<file path="src/rtl/preamble_pkg.sv">
package preamble_pkg;

  // Control-to-datapath strobes
  typedef struct packed {
    logic sample;   // capture one line bit this cycle
    logic clear;    // search inactive: empty the history
  } ctrlStb_t;

endpackage

</file>
<file path="src/rtl/preamble_sync.sv">
module preamble_sync #(
  parameter int STAGES = 2
) (
  input  logic clk,
  input  logic rst,
  input  logic d,
  output logic q
);
  logic [STAGES-1:0] chain;

  always_ff @(posedge clk) begin
    if (rst) chain <= '0;
    else     chain <= {chain[STAGES-2:0], d};
  end

  assign q = chain[STAGES-1];
endmodule

</file>
<file path="src/rtl/preamble_ctrl.sv">
module preamble_ctrl
  import preamble_pkg::*;
#(
  parameter int CLK_PER_BIT = 50
) (
  input  logic     clk,
  input  logic     rst,
  input  logic     enable,
  output ctrlStb_t stb
);
  localparam int CW = $clog2(CLK_PER_BIT);
  localparam logic [CW-1:0] LAST = CW'(CLK_PER_BIT - 1);

  logic [CW-1:0] tickCnt;
  logic          atLast;

  assign atLast = (tickCnt == LAST);

  // Bit-period counter: held at zero while idle so each search starts in phase
  always_ff @(posedge clk) begin
    if (rst || !enable)  tickCnt <= '0;
    else if (atLast)     tickCnt <= '0;
    else                 tickCnt <= tickCnt + 1'b1;
  end

  always_comb begin
    stb.sample = enable && atLast && !rst;
    stb.clear  = !enable;
  end

  AST_CNT_IN_RANGE:  assert property (@(posedge clk) disable iff (rst) tickCnt <= LAST);
  AST_STROBE_SINGLE: assert property (@(posedge clk) disable iff (rst) stb.sample |=> !stb.sample);
  AST_IDLE_RESTS:    assert property (@(posedge clk) disable iff (rst) !enable |=> (tickCnt == '0));
endmodule

</file>
<file path="src/rtl/preamble_dp.sv">
module preamble_dp
  import preamble_pkg::*;
#(
  parameter int             LEN         = 17,
  parameter logic [LEN-1:0] PATTERN     = 17'b10100001010000001,
  parameter int             SYNC_STAGES = 2
) (
  input  logic     clk,
  input  logic     rst,
  input  ctrlStb_t stb,
  input  logic     serialIn,
  output logic     found
);
  localparam int FW = $clog2(LEN + 1);
  localparam logic [FW-1:0] FULL = FW'(LEN);

  logic           lineBit;
  logic [LEN-2:0] hist;
  logic [LEN-1:0] window;
  logic [FW-1:0]  bitsSeen;
  logic           fullNext;

  preamble_sync #(.STAGES(SYNC_STAGES)) u_sync (
    .clk (clk),
    .rst (rst),
    .d   (serialIn),
    .q   (lineBit)
  );

  // Newest bit at LSB: oldest of the window lands on the MSB
  assign window   = {hist, lineBit};
  assign fullNext = (bitsSeen >= FULL - 1'b1);

  always_ff @(posedge clk) begin
    if (rst || stb.clear) begin
      hist     <= '0;
      bitsSeen <= '0;
      found    <= 1'b0;
    end else if (stb.sample) begin
      hist     <= window[LEN-2:0];
      if (bitsSeen != FULL) bitsSeen <= bitsSeen + 1'b1;
      found    <= fullNext && (window == PATTERN);
    end else begin
      found    <= 1'b0;
    end
  end

  AST_FOUND_PULSE:  assert property (@(posedge clk) disable iff (rst) found |=> !found);
  AST_FOUND_ON_STB: assert property (@(posedge clk) disable iff (rst) found |-> $past(stb.sample));
  AST_FILL_LIMIT:   assert property (@(posedge clk) disable iff (rst) bitsSeen <= FULL);
  AST_CLEAR_EMPTY:  assert property (@(posedge clk) disable iff (rst) stb.clear |=> (bitsSeen == '0 && !found));
endmodule

</file>
<file path="src/rtl/preamble_detector.sv">
module preamble_detector
  import preamble_pkg::*;
#(
  parameter int             CLK_PER_BIT = 50,
  parameter int             LEN         = 17,
  parameter logic [LEN-1:0] PATTERN     = 17'b10100001010000001
) (
  input  logic clk,
  input  logic rst,
  input  logic enable,
  input  logic serialIn,
  output logic found,
  output logic sampleStrobe
);
  ctrlStb_t stb;

  preamble_ctrl #(.CLK_PER_BIT(CLK_PER_BIT)) u_ctrl (
    .clk    (clk),
    .rst    (rst),
    .enable (enable),
    .stb    (stb)
  );

  preamble_dp #(.LEN(LEN), .PATTERN(PATTERN), .SYNC_STAGES(2)) u_dp (
    .clk      (clk),
    .rst      (rst),
    .stb      (stb),
    .serialIn (serialIn),
    .found    (found)
  );

  assign sampleStrobe = stb.sample;

  AST_RESET_QUIET: assert property (@(posedge clk) rst |-> !sampleStrobe);
endmodule

</file>
<file path="config.mk">
export PLATFORM = sky130hd
export DESIGN_NAME = preamble_detector
export DESIGN_NICKNAME = d
export VERILOG_FILES = /design/src/rtl/preamble_pkg.sv /design/src/rtl/preamble_sync.sv /design/src/rtl/preamble_ctrl.sv /design/src/rtl/preamble_dp.sv /design/src/rtl/preamble_detector.sv
export SDC_FILE = /design/constraint.sdc
export NUM_CORES = 1
export LEC_CHECK = 0
export BUFFER_PORTS_ARGS = -buffer_cell sky130_fd_sc_hd__buf_2
export CAP_MARGIN = 15
export CORE_UTILIZATION = 62
export CTS_BUF_LIST = sky130_fd_sc_hd__clkbuf_8
export DETAILED_ROUTE_END_ITERATION = 16
export PLACE_DENSITY_LB_ADDON = 0.12
export REMOVE_ABC_BUFFERS = 1
export SLEW_MARGIN = 5
export SYNTH_ARGS = -nofsm -noshare
export SYNTH_HDL_FRONTEND = slang
export SYNTH_SLANG_ARGS = --single-unit
</file>
<file path="constraint.sdc">
create_clock -name clk -period 2.1 [get_ports clk]
set_clock_uncertainty 0.1 [all_clocks]
set_input_delay 0.21 -clock clk [delete_from_list [all_inputs] [get_ports clk]]
set_output_delay 0.21 -clock clk [all_outputs]
set_load 0.02 [all_outputs]
</file>
==> results of run 1 <==
[logic make-up (layout without fill, tap and decap cells)]
kind of cell / count (synthesis) / after routing
xor+xnor: 3 / 3
fa+ha+maj: 5 / 5
mux: 2 / 2
simple gates: 55 / 55
compound gates: 40 / 40
buf+inv: 15 / 20
flops: 30 / 30
[registers in the layout, summed over array words and instances, names as in the netlist]
register           flops
u_dp.hist             16
u_dp.bitsSeen          5
u_ctrl.tickCnt         6
u_dp.found             1
u_dp.u_sync.chain      2
[worst min path at each step]
stage                                      end  slack [ns]  cells after the start
after floorplan           u_dp.u_sync.chain[0]        0.18                      1
after global placement    u_dp.u_sync.chain[1]        0.31                      2
after detailed placement  u_dp.u_sync.chain[1]        0.32                      2
after CTS                 u_dp.u_sync.chain[1]        0.02                      2
after global routing      u_dp.u_sync.chain[1]        0.03                      2
final                     u_dp.u_sync.chain[1]        0.03                      2
[power breakdown]
group / total, mW / internal, mW / switching, mW
Clock: 0.414 / 0.221 / 0.193
Sequential: 0.576 / 0.573 / 0.00264
Combinational: 0.0358 / 0.0110 / 0.0248
Total: 1.03 / 0.805 / 0.220
[area by class of cell]
class	instances	area share
clock inverters	2	0.007030
flip-flops and latches	30	0.4218
inverters	4	0.01054
repair buffers	9	0.03866
well taps	27	0.02373
multi-input cells	105	0.4499
clock buffers	5	0.04833
[per-layer routing]
layer	share of wire	GRT usage
met5	0	0
met4	0.025	0.1278
met3	0.034	0.1170
met2	0.46	0.3919
met1	0.48	0.3303
[placed cells by master (no fill, tap or decap), drive strengths merged, types with 3 or more instances in the layout]
| cell type | n |
|---|---|
| dfxtp | 30 |
| nand3 | 20 |
| o21ai | 17 |
| a21oi | 17 |
| buf | 9 |
| nand2 | 7 |
| nor3 | 6 |
| ha | 5 |
| clkbuf | 5 |
| inv | 4 |
| nor2 | 3 |
| nor2b | 3 |
| o31ai | 3 |
==> impl_metrics.prom, run 1 <==
# TYPE chip_impl_metric gauge
chip_impl_metric{name="synth_top_cell_area_share",unit=""} 0.4602
chip_impl_metric{name="timing.max_slew.rel_slack",unit=""} 0.5378
chip_impl_metric{name="detail_route.iter0.violations",unit=""} 11
chip_impl_metric{name="die_h",unit="um"} 47.88
chip_impl_info{name="critical_path.startpoint_type",value="flop"} 1
chip_impl_info{name="synth_top_cells_by_area",value="dfxtp_1, nand3_1, a21oi_1, o21ai_0, ha_1"} 1
chip_impl_info{name="timing.critical_path.cells",value="ha_1 -> inv_1 -> o311ai_0 -> o31ai_1"} 1
chip_impl_metric{name="compound_gate_portion_of_the_synthesized_area",unit=""} 0.1668
chip_impl_metric{name="final.hold.worst_slack",unit="ns"} 0.03048
chip_impl_metric{name="clk_pin_slew",unit="ns"} 0.06
chip_impl_metric{name="gp_routability_congestion",unit=""} 0.7993
chip_impl_metric{name="synth-xor-area-share",unit=""} 0.02013
chip_impl_metric{name="die-width",unit="um"} 47.88
chip_impl_metric{name="track_usage",unit=""} 0.2655
chip_impl_metric{name="clock.fmax",unit="MHz"} 529.1
chip_impl_metric{name="period_share",unit=""} 0.9001
chip_impl_info{name="crit_slowest_cell",value="o311ai_0"} 1
chip_impl_metric{name="totalPowerFinal",unit="mW"} 1.025
chip_impl_metric{name="start_util",unit=""} 0.6652
chip_impl_metric{name="detailedRoute.firstPassIterationCount",unit=""} 4
chip_impl_metric{name="clk_latency",unit="ns"} 0.27
chip_impl_info{name="crit_path_end",value="u_dp.bitsSeen[1]"} 1
chip_impl_metric{name="timing.setup.tns",unit="ns"} 0
chip_impl_metric{name="timing.final.max_slew_violations",unit=""} 0
chip_impl_metric{name="post_layout_nonfiller_instances",unit=""} 182
chip_impl_metric{name="worst_path_largest_cell_delay",unit="ns"} 0.42
chip_impl_info{name="tritoncts",value="done"} 1
chip_impl_metric{name="final-hold-violation-count",unit=""} 0
chip_impl_metric{name="routed_wire_length_per_instance",unit="um"} 13.96
chip_impl_metric{name="total_leakage_power",unit="nW"} 0.4633
chip_impl_metric{name="required",unit="ns"} 2.14
chip_impl_info{name="post_synth_most_frequent_cells",value="dfxtp_1, nand3_1, a21oi_1, o21ai_0, nand2_1"} 1
chip_impl_metric{name="power.ir.vdd_worst",unit="uV"} 618.3
chip_impl_metric{name="ys_ff_latch",unit=""} 30
chip_impl_metric{name="grt_max_degree",unit=""} 21
chip_impl_info{name="critical_path.reg2reg.endpoint",value="u_dp.bitsSeen[1]"} 1
chip_impl_metric{name="vias_in_the_first_global_route",unit=""} 928
chip_impl_metric{name="regArea",unit="um2"} 600.6
chip_impl_metric{name="synth_enable_flop_cells",unit=""} 0
chip_impl_metric{name="final_critical_path_setup_slack",unit="ns"} 0.2098
chip_impl_metric{name="netlist-cell-type-count",unit=""} 31
chip_impl_metric{name="cts_made_buffers",unit=""} 5
chip_impl_metric{name="fp.dieArea",unit="um2"} 2292
chip_impl_info{name="worstSetupPathType",value="reg -> reg"} 1
chip_impl_metric{name="final_net_count",unit=""} 164
chip_impl_metric{name="drive_above_1_share",unit=""} 0.1161
chip_impl_info{name="worst_path_dominant_cell_family",value="compound AO/OA/AOI/OAI gates"} 1
chip_impl_info{name="crit_path_end_kind",value="flop"} 1
chip_impl_metric{name="max_slew.worst_pin.slew",unit="ns"} 0.6839
chip_impl_metric{name="placedCellCount",unit=""} 175
chip_impl_info{name="critPathLaunch",value="u_ctrl.tickCnt[0]"} 1
chip_impl_metric{name="pwr_density_cell",unit="nW/um2"} 720.0
chip_impl_metric{name="overflow_left_after_global_routing",unit=""} 0
chip_impl_metric{name="yosysWarnings",unit=""} 0
chip_impl_metric{name="timing.final.setup_violations",unit=""} 0
chip_impl_info{name="reg2reg_from",value="u_ctrl.tickCnt[0]"} 1
chip_impl_info{name="synth_area_leader_cell",value="dfxtp_1"} 1
chip_impl_info{name="cts_root_buf",value="clkbuf_8"} 1
chip_impl_metric{name="rr_worst_depth",unit=""} 4
chip_impl_metric{name="grt_pass1_wl",unit="um"} 4050
chip_impl_metric{name="maxCapViolCount",unit=""} 0
chip_impl_info{name="setup_repair_after_global_routing_missed_its_margin",value="no"} 1
chip_impl_metric{name="post_cts_resize_count",unit=""} 0
chip_impl_info{name="synth_top_flop_cell",value="dfxtp_1"} 1
chip_impl_metric{name="dpl_worst_slack",unit="ns"} 0.2478
chip_impl_metric{name="core_area",unit="um2"} 1962
chip_impl_metric{name="cp.depth",unit=""} 4
chip_impl_metric{name="muxShareOfSynthArea",unit=""} 0.01534
chip_impl_metric{name="wirelength",unit="um"} 2540
chip_impl_metric{name="initial_antenna_violation_count",unit=""} 0
chip_impl_metric{name="cp.arrival",unit="ns"} 1.93
chip_impl_info{name="timing.hold.worst.start",value="rst"} 1
chip_impl_metric{name="vias_per_cell",unit=""} 5.951
chip_impl_metric{name="tritoncts_num_sinks",unit=""} 30
chip_impl_metric{name="antenna_violating_nets_post_route",unit=""} 0
chip_impl_metric{name="drc_violations_left",unit=""} 0
chip_impl_info{name="synth_top_family_by_area",value="simple AND/OR/NAND/NOR gates"} 1
chip_impl_info{name="most_repeated_cell_in_the_gate_level_netlist_after_synthesis",value="dfxtp_1"} 1
chip_impl_metric{name="final_area",unit="um2"} 1424
chip_impl_info{name="hold_class",value="in -> reg"} 1
chip_impl_metric{name="num_io_pins",unit=""} 6
chip_impl_metric{name="buffer_ports.inserted",unit=""} 5
chip_impl_metric{name="post_cts.repair.setup_buffers",unit=""} 0
chip_impl_metric{name="syn2layout_area_growth",unit="%"} 9.109
chip_impl_metric{name="post_synth_and_or_nand_nor_area_fraction",unit=""} 0.2407
chip_impl_metric{name="number_of_h_tree_branching_levels",unit=""} 2
chip_impl_metric{name="fin_util",unit=""} 0.7258
chip_impl_metric{name="antenna-diode-count",unit=""} 0
chip_impl_metric{name="synthesis.area",unit="um2"} 1305
chip_impl_metric{name="postPlaceCellArea",unit="um2"} 1345
chip_impl_metric{name="synth-seq-area-share",unit=""} 0.4602
chip_impl_metric{name="multiInputGateArea",unit="um2"} 640.6
chip_impl_metric{name="worstPathBufferInverterCount",unit=""} 1
chip_impl_metric{name="path_max_fanout",unit=""} 20
chip_impl_metric{name="cts_hold_buf",unit=""} 0
chip_impl_info{name="run_status",value="complete, no violations"} 1
chip_impl_metric{name="yosys.area_share.adder",unit=""} 0.04794
chip_impl_metric{name="route.vias.total",unit=""} 1083
chip_impl_metric{name="synth_area_per_cell",unit="um2"} 8.700
chip_impl_metric{name="reg2reg_slack",unit="ns"} 0.21
chip_impl_metric{name="clock_path_buffers",unit=""} 2
chip_impl_metric{name="fill_cells",unit=""} 183
chip_impl_metric{name="synth_async_sr_flop_share",unit=""} 0
chip_impl_metric{name="synth_cells",unit=""} 150
chip_impl_metric{name="num_rows",unit=""} 16
chip_impl_metric{name="period_needed",unit="ns"} 1.890
chip_impl_metric{name="post-dp-hpwl",unit="um"} 1674
No activity file was read; power rests on OpenSTA's default activity.
==> run 2: changes to the inputs <==
Settings changed: CORE_UTILIZATION 62 to 50.
==> impl_metrics.prom, run 2 (synthesis gave the netlist of run 1 again) <==
# TYPE chip_impl_metric gauge
chip_impl_metric{name="final_net_count",unit=""} 164
chip_impl_metric{name="number_of_h_tree_branching_levels",unit=""} 2
chip_impl_info{name="hold_class",value="in -> reg"} 1
chip_impl_metric{name="cp.arrival",unit="ns"} 1.83
chip_impl_metric{name="antenna_violating_nets_post_route",unit=""} 0
chip_impl_metric{name="die_h",unit="um"} 53.09
chip_impl_metric{name="pwr_density_cell",unit="nW/um2"} 753.7
chip_impl_info{name="largest_reg_by_ff_count",value="u_dp.hist"} 1
chip_impl_metric{name="buffer_ports.inserted",unit=""} 5
chip_impl_metric{name="timing.setup.tns",unit="ns"} 0
chip_impl_metric{name="timing.final.setup_violations",unit=""} 0
chip_impl_metric{name="post-dp-hpwl",unit="um"} 1745
chip_impl_metric{name="detailedRoute.firstPassIterationCount",unit=""} 4
chip_impl_metric{name="routed_wire_length_per_instance",unit="um"} 13.72
chip_impl_metric{name="clk_pin_slew",unit="ns"} 0.07
chip_impl_metric{name="overflow_left_after_global_routing",unit=""} 0
chip_impl_info{name="worstSetupPathType",value="reg -> reg"} 1
chip_impl_metric{name="die-width",unit="um"} 53.09
chip_impl_metric{name="clock_path_buffers",unit=""} 2
chip_impl_metric{name="required",unit="ns"} 2.15
chip_impl_info{name="layout_common_cells",value="dfxtp_1, nand3_1, o21ai_0, a21oi_1, nand2_1"} 1
chip_impl_metric{name="maxCapViolCount",unit=""} 0
chip_impl_info{name="crit_path_end",value="u_dp.bitsSeen[0]"} 1
chip_impl_metric{name="track_usage",unit=""} 0.2152
chip_impl_info{name="crit_path_end_kind",value="flop"} 1
chip_impl_metric{name="core_area",unit="um2"} 2477
chip_impl_info{name="critical_path.reg2reg.endpoint",value="u_dp.bitsSeen[0]"} 1
chip_impl_info{name="reg_top3",value="u_dp.hist: 16 flops, u_ctrl.tickCnt: 6 flops, u_dp.bitsSeen: 5 flops"} 1
chip_impl_metric{name="route.vias.total",unit=""} 1080
chip_impl_metric{name="max_slew.worst_pin.slew",unit="ns"} 0.7298
chip_impl_metric{name="start_util",unit=""} 0.5268
chip_impl_metric{name="post_cts_resize_count",unit=""} 0
chip_impl_metric{name="placedCellCount",unit=""} 178
chip_impl_metric{name="drc_violations_left",unit=""} 0
chip_impl_metric{name="syn2layout_area_growth",unit="%"} 10.64
chip_impl_metric{name="final_area",unit="um2"} 1444
chip_impl_metric{name="rr_worst_depth",unit=""} 4
chip_impl_metric{name="fp.dieArea",unit="um2"} 2819
chip_impl_metric{name="largest_reg_flops",unit=""} 16
chip_impl_info{name="reg2reg_from",value="u_ctrl.tickCnt[0]"} 1
chip_impl_metric{name="power.ir.vdd_worst",unit="uV"} 585.6
chip_impl_metric{name="num_rows",unit=""} 18
chip_impl_metric{name="clk_latency",unit="ns"} 0.28
chip_impl_metric{name="fill_cells",unit=""} 227
chip_impl_metric{name="num_io_pins",unit=""} 6
chip_impl_metric{name="reg2reg_slack",unit="ns"} 0.32
chip_impl_metric{name="period_share",unit=""} 0.8494
chip_impl_metric{name="clock.fmax",unit="MHz"} 560.6
chip_impl_metric{name="wirelength",unit="um"} 2551
chip_impl_info{name="critPathLaunch",value="u_ctrl.tickCnt[0]"} 1
chip_impl_info{name="setup_repair_after_global_routing_missed_its_margin",value="no"} 1
chip_impl_metric{name="final-hold-violation-count",unit=""} 0
chip_impl_metric{name="fin_util",unit=""} 0.5828
chip_impl_info{name="run_status",value="complete, no violations"} 1
chip_impl_metric{name="grt_pass1_wl",unit="um"} 4305
chip_impl_metric{name="drive_above_1_share",unit=""} 0.1218
chip_impl_info{name="tritoncts",value="done"} 1
chip_impl_metric{name="total_leakage_power",unit="nW"} 0.4667
chip_impl_metric{name="initial_antenna_violation_count",unit=""} 0
chip_impl_info{name="layout.cells.most_common",value="dfxtp_1"} 1
chip_impl_metric{name="vias_per_cell",unit=""} 5.806
chip_impl_metric{name="antenna-diode-count",unit=""} 0
chip_impl_metric{name="post_layout_nonfiller_instances",unit=""} 186
chip_impl_metric{name="totalPowerFinal",unit="mW"} 1.088
chip_impl_metric{name="tritoncts_num_sinks",unit=""} 30
chip_impl_metric{name="grt_max_degree",unit=""} 21
chip_impl_metric{name="detail_route.iter0.violations",unit=""} 25
chip_impl_metric{name="postPlaceCellArea",unit="um2"} 1349
chip_impl_metric{name="cts_made_buffers",unit=""} 5
chip_impl_info{name="critical_path.startpoint_type",value="flop"} 1
chip_impl_metric{name="post_cts.repair.setup_buffers",unit=""} 0
chip_impl_metric{name="gp_routability_congestion",unit=""} 0.7835
chip_impl_metric{name="period_needed",unit="ns"} 1.784
chip_impl_metric{name="timing.max_slew.rel_slack",unit=""} 0.5069
chip_impl_metric{name="path_max_fanout",unit=""} 20
chip_impl_metric{name="cts_hold_buf",unit=""} 0
chip_impl_metric{name="timing.final.max_slew_violations",unit=""} 0
chip_impl_metric{name="vias_in_the_first_global_route",unit=""} 936
chip_impl_info{name="cts_root_buf",value="clkbuf_8"} 1
## run 2: changes by cell type in the layout (fill, tap and decap cells not counted), sizes merged
| cell | delta |
|---|---|
| clkinvlp | +1 |
| clkbuf | +1 |
| clkinv | -1 |
## run 2: worst max-delay path, stage by stage, from the launching register on
cell      delay (ns)
dfxtp_1         0.38
ha_1            0.34
inv_1           0.30
o311ai_0        0.41
o31ai_1         0.12
## run 2: how the worst min path moves through the flow
stage | slack (ns) | startpoint | end | cells after the start
final | 0.03 | rst | u_dp.u_sync.chain[0] | 2
after global routing | 0.04 | rst | u_dp.u_sync.chain[0] | 2
after CTS | 0.03 | rst | u_dp.u_sync.chain[0] | 2
after detailed placement | 0.32 | rst | u_dp.u_sync.chain[0] | 2
after global placement | 0.31 | rst | u_dp.u_sync.chain[0] | 2
after floorplan | 0.18 | rst | u_dp.u_sync.chain[0] | 1
## run 2: through the flow
step / hold WS [ns] / setup slack [ns]
floorplan: 0.1816 / 0.2918
global placement: 0.3101 / 0.3968
detailed placement: 0.3195 / 0.3196
CTS: 0.02512 / 0.3070
global route: 0.03545 / 0.09174
finish: 0.02989 / 0.3162
## run 2: layout make-up
type / instances / area [um2] / share of cell area
sequential: 30 / 600.6 / 0.4159
clock buffer: 6 / 82.58 / 0.05719
clock inverter: 2 / 12.51 / 0.008666
timing repair buffer: 9 / 55.05 / 0.03813
tap: 30 / 37.54 / 0.02600
inverter: 4 / 15.01 / 0.01040
multi-input combinational: 105 / 640.6 / 0.4437
## run 2: where the power goes
group,leakage [nW],switching (mW),total (mW),internal (mW)
Combinational,0.177,0.0254,0.0363,0.0109
Clock,0.0472,0.214,0.477,0.263
Sequential,0.242,0.00231,0.575,0.573
## run 2: per-layer routing
metal  share of wire  wire length [um]  track usage  vias up
met2            0.42              1083       0.2911       27
met1            0.51              1303       0.3069      501
met5               0                 0            0        -
li1                -                 -            -      547
met4           0.020                51       0.1053        0
met3           0.044               112      0.06034        5
==> run 3: changes to the inputs <==
Clock period 2.1 ns to 1.5 ns, I/O delays scaled along.
==> impl_metrics.prom, run 3 (synthesis gave the netlist of run 1 again) <==
# TYPE chip_impl_metric gauge
chip_impl_info{name="setup_repair_after_global_routing_missed_its_margin",value="yes"} 1
chip_impl_metric{name="postPlaceCellArea",unit="um2"} 1394
chip_impl_metric{name="vias_in_the_first_global_route",unit=""} 957
chip_impl_metric{name="die_h",unit="um"} 53.09
chip_impl_info{name="layout.cells.most_common",value="dfxtp_1"} 1
chip_impl_metric{name="gp_routability_congestion",unit=""} 0.7394
chip_impl_info{name="reg2reg_from",value="u_ctrl.tickCnt[0]"} 1
chip_impl_metric{name="rr_worst_depth",unit=""} 4
chip_impl_metric{name="path_max_fanout",unit=""} 4
chip_impl_metric{name="total_leakage_power",unit="nW"} 0.5466
chip_impl_metric{name="track_usage",unit=""} 0.2240
chip_impl_info{name="cts_root_buf",value="clkbuf_8"} 1
chip_impl_metric{name="antenna_violating_nets_post_route",unit=""} 0
chip_impl_metric{name="route.vias.total",unit=""} 1144
chip_impl_metric{name="largest_reg_flops",unit=""} 16
chip_impl_metric{name="cts_made_buffers",unit=""} 5
chip_impl_metric{name="detailedRoute.firstPassIterationCount",unit=""} 4
chip_impl_metric{name="final_net_count",unit=""} 177
chip_impl_metric{name="max_slew.worst_pin.slew",unit="ns"} 0.4710
chip_impl_metric{name="antenna-diode-count",unit=""} 0
chip_impl_metric{name="grt_max_degree",unit=""} 18
chip_impl_metric{name="vias_per_cell",unit=""} 5.807
chip_impl_metric{name="clock_path_buffers",unit=""} 2
chip_impl_info{name="crit_path_end",value="sampleStrobe"} 1
chip_impl_metric{name="reg2reg_slack",unit="ns"} 0.05
chip_impl_metric{name="grt_pass1_wl",unit="um"} 4360
chip_impl_metric{name="totalPowerFinal",unit="mW"} 1.498
chip_impl_metric{name="detail_route.iter0.violations",unit=""} 24
chip_impl_metric{name="required",unit="ns"} 1.25
chip_impl_metric{name="die-width",unit="um"} 53.09
chip_impl_metric{name="maxCapViolCount",unit=""} 0
chip_impl_metric{name="drive_above_1_share",unit=""} 0.2395
chip_impl_metric{name="number_of_h_tree_branching_levels",unit=""} 2
chip_impl_metric{name="timing.final.max_slew_violations",unit=""} 0
chip_impl_metric{name="power.share.clock",unit=""} 0.416
chip_impl_metric{name="clock.fmax",unit="MHz"} 661.3
chip_impl_metric{name="power.ir.vdd_worst",unit="uV"} 835.4
chip_impl_metric{name="num_io_pins",unit=""} 6
chip_impl_metric{name="syn2layout_area_growth",unit="%"} 23.01
chip_impl_metric{name="timing.max_slew.rel_slack",unit=""} 0.6854
chip_impl_metric{name="period_share",unit=""} 1.008
chip_impl_metric{name="cellInternalPower",unit="mW"} 1.182
chip_impl_info{name="tritoncts",value="done"} 1
chip_impl_metric{name="wirelength",unit="um"} 2725
chip_impl_metric{name="cp.arrival",unit="ns"} 1.26
chip_impl_metric{name="fp.dieArea",unit="um2"} 2819
chip_impl_info{name="worstSetupPathType",value="reg -> out"} 1
chip_impl_metric{name="worst_hold_path.num_cells",unit=""} 4
chip_impl_info{name="reg_top3",value="u_dp.hist: 16 flops, u_ctrl.tickCnt: 6 flops, u_dp.bitsSeen: 5 flops"} 1
chip_impl_metric{name="drc_violations_left",unit=""} 0
chip_impl_metric{name="p_seq_frac",unit=""} 0.537
chip_impl_metric{name="tritoncts_num_sinks",unit=""} 30
chip_impl_metric{name="final_critical_path_setup_slack",unit="ns"} -0.01210
chip_impl_info{name="crit_path_end_kind",value="primary output"} 1
chip_impl_metric{name="core_area",unit="um2"} 2477
chip_impl_info{name="critical_path.reg2reg.endpoint",value="u_ctrl.tickCnt[5]"} 1
chip_impl_metric{name="post-dp-hpwl",unit="um"} 1748
chip_impl_info{name="largest_reg_by_ff_count",value="u_dp.hist"} 1
chip_impl_info{name="hold_class",value="in -> reg"} 1
chip_impl_info{name="layout_common_cells",value="dfxtp_1, nand3_1, o21ai_0, a21oi_1, buf_4"} 1
chip_impl_info{name="run_status",value="finished, violations left"} 1
chip_impl_metric{name="total_switching_power",unit="mW"} 0.3155
chip_impl_info{name="critical_path.startpoint_type",value="flop"} 1
chip_impl_metric{name="routed_wire_length_per_instance",unit="um"} 13.83
chip_impl_metric{name="clk_pin_slew",unit="ns"} 0.06
chip_impl_info{name="failed_checks",value="negative setup slack"} 1
chip_impl_metric{name="num_rows",unit=""} 18
chip_impl_metric{name="final_area",unit="um2"} 1605
chip_impl_metric{name="pwr_density_cell",unit="nW/um2"} 933.0
chip_impl_metric{name="power.combinational.fraction",unit=""} 0.047
chip_impl_metric{name="buffer_ports.inserted",unit=""} 5
chip_impl_metric{name="start_util",unit=""} 0.5268
chip_impl_metric{name="timing.final.setup_violations",unit=""} 1
chip_impl_metric{name="initial_antenna_violation_count",unit=""} 0
chip_impl_info{name="critPathLaunch",value="u_ctrl.tickCnt[2]"} 1
chip_impl_metric{name="overflow_left_after_global_routing",unit=""} 0
chip_impl_metric{name="clk_latency",unit="ns"} 0.28
chip_impl_metric{name="period_needed",unit="ns"} 1.512
chip_impl_metric{name="final-hold-violation-count",unit=""} 0
chip_impl_metric{name="switching_share",unit=""} 0.2106
-- run 3: cell types whose count changed in the layout (fill, tap and decap cells not counted), sizes merged --
cell / change
buf: +11
dlygate4sd3: +2
clkinv: -1
clkinvlp: -1
-- run 3: critical path, stage by stage (launching register included) --
cell      delay, ns
dfxtp_4        0.35
and4bb_4       0.35
nand2_4        0.07
nor2_4         0.10
buf_6          0.11
-- run 3: what timing repair did --
item                                   4_1_cts  5_1_grt
pin swaps                                    1        3
setup endpoints to repair                    4       23
buffers inserted                             2        3
hold buffers                                 2        0
resized for setup                            9       15
endpoints found under the hold margin        2        0
-- run 3: metrics by stage --
stage / worst slack (ns) / TNS, ns / cells / hold WS [ns] / utilization
after floorplan: -0.3082 / -4.805 / 139 / 0.1216 / -
after global placement: -0.06350 / -0.1191 / 184 / 0.2450 / 0.5626
after detailed placement: -0.06134 / -0.1212 / 184 / 0.2554 / 0.5626
after CTS: -0.02755 / -0.02755 / 194 / 0.1513 / 0.6197
after global routing: -0.06582 / -0.3489 / 197 / 0.2039 / 0.6480
final: -0.01210 / -0.01210 / 197 / 0.1705 / 0.6480
-- run 3: worst min path at each step --
stage | from | to
2_1_floorplan | rst | u_dp.u_sync.chain[0]
3_3_place_gp | rst | u_dp.u_sync.chain[0]
3_5_place_dp | rst | u_dp.u_sync.chain[0]
4_1_cts | rst | u_dp.bitsSeen[3]
5_1_grt | rst | u_dp.bitsSeen[0]
6_report | rst | u_dp.bitsSeen[3]
-- run 3: cell type report --
class                      instances  area, um2
multi-input combinational        105      686.9
clock buffer                       6      82.58
sequential                        30      611.8
inverter                           4      15.01
timing repair buffer              22      171.4
tap                               30      37.54
fill                             197      872.1
-- run 3: power by group through the flow --
stage | Sequential, mW | Combinational, mW | Clock [mW]
2_1_floorplan | 0.822 | 0.0310 | 0
6_report | 0.804 | 0.0709 | 0.623
4_1_cts | 0.805 | 0.0651 | 0.643
3_5_place_dp | 0.822 | 0.0568 | 0
5_1_grt | 0.804 | 0.0791 | 0.680
3_3_place_gp | 0.822 | 0.0558 | 0
-- run 3: routing by layer --
metal | track usage | part of all wire | vias to the layer above
met2 | 0.3249 | 0.48 | 15
met1 | 0.2810 | 0.48 | 546
met4 | 0.1228 | 0.011 | 0
met5 | 0 | 0 | -
li1 | - | - | 576
met3 | 0.08621 | 0.038 | 7
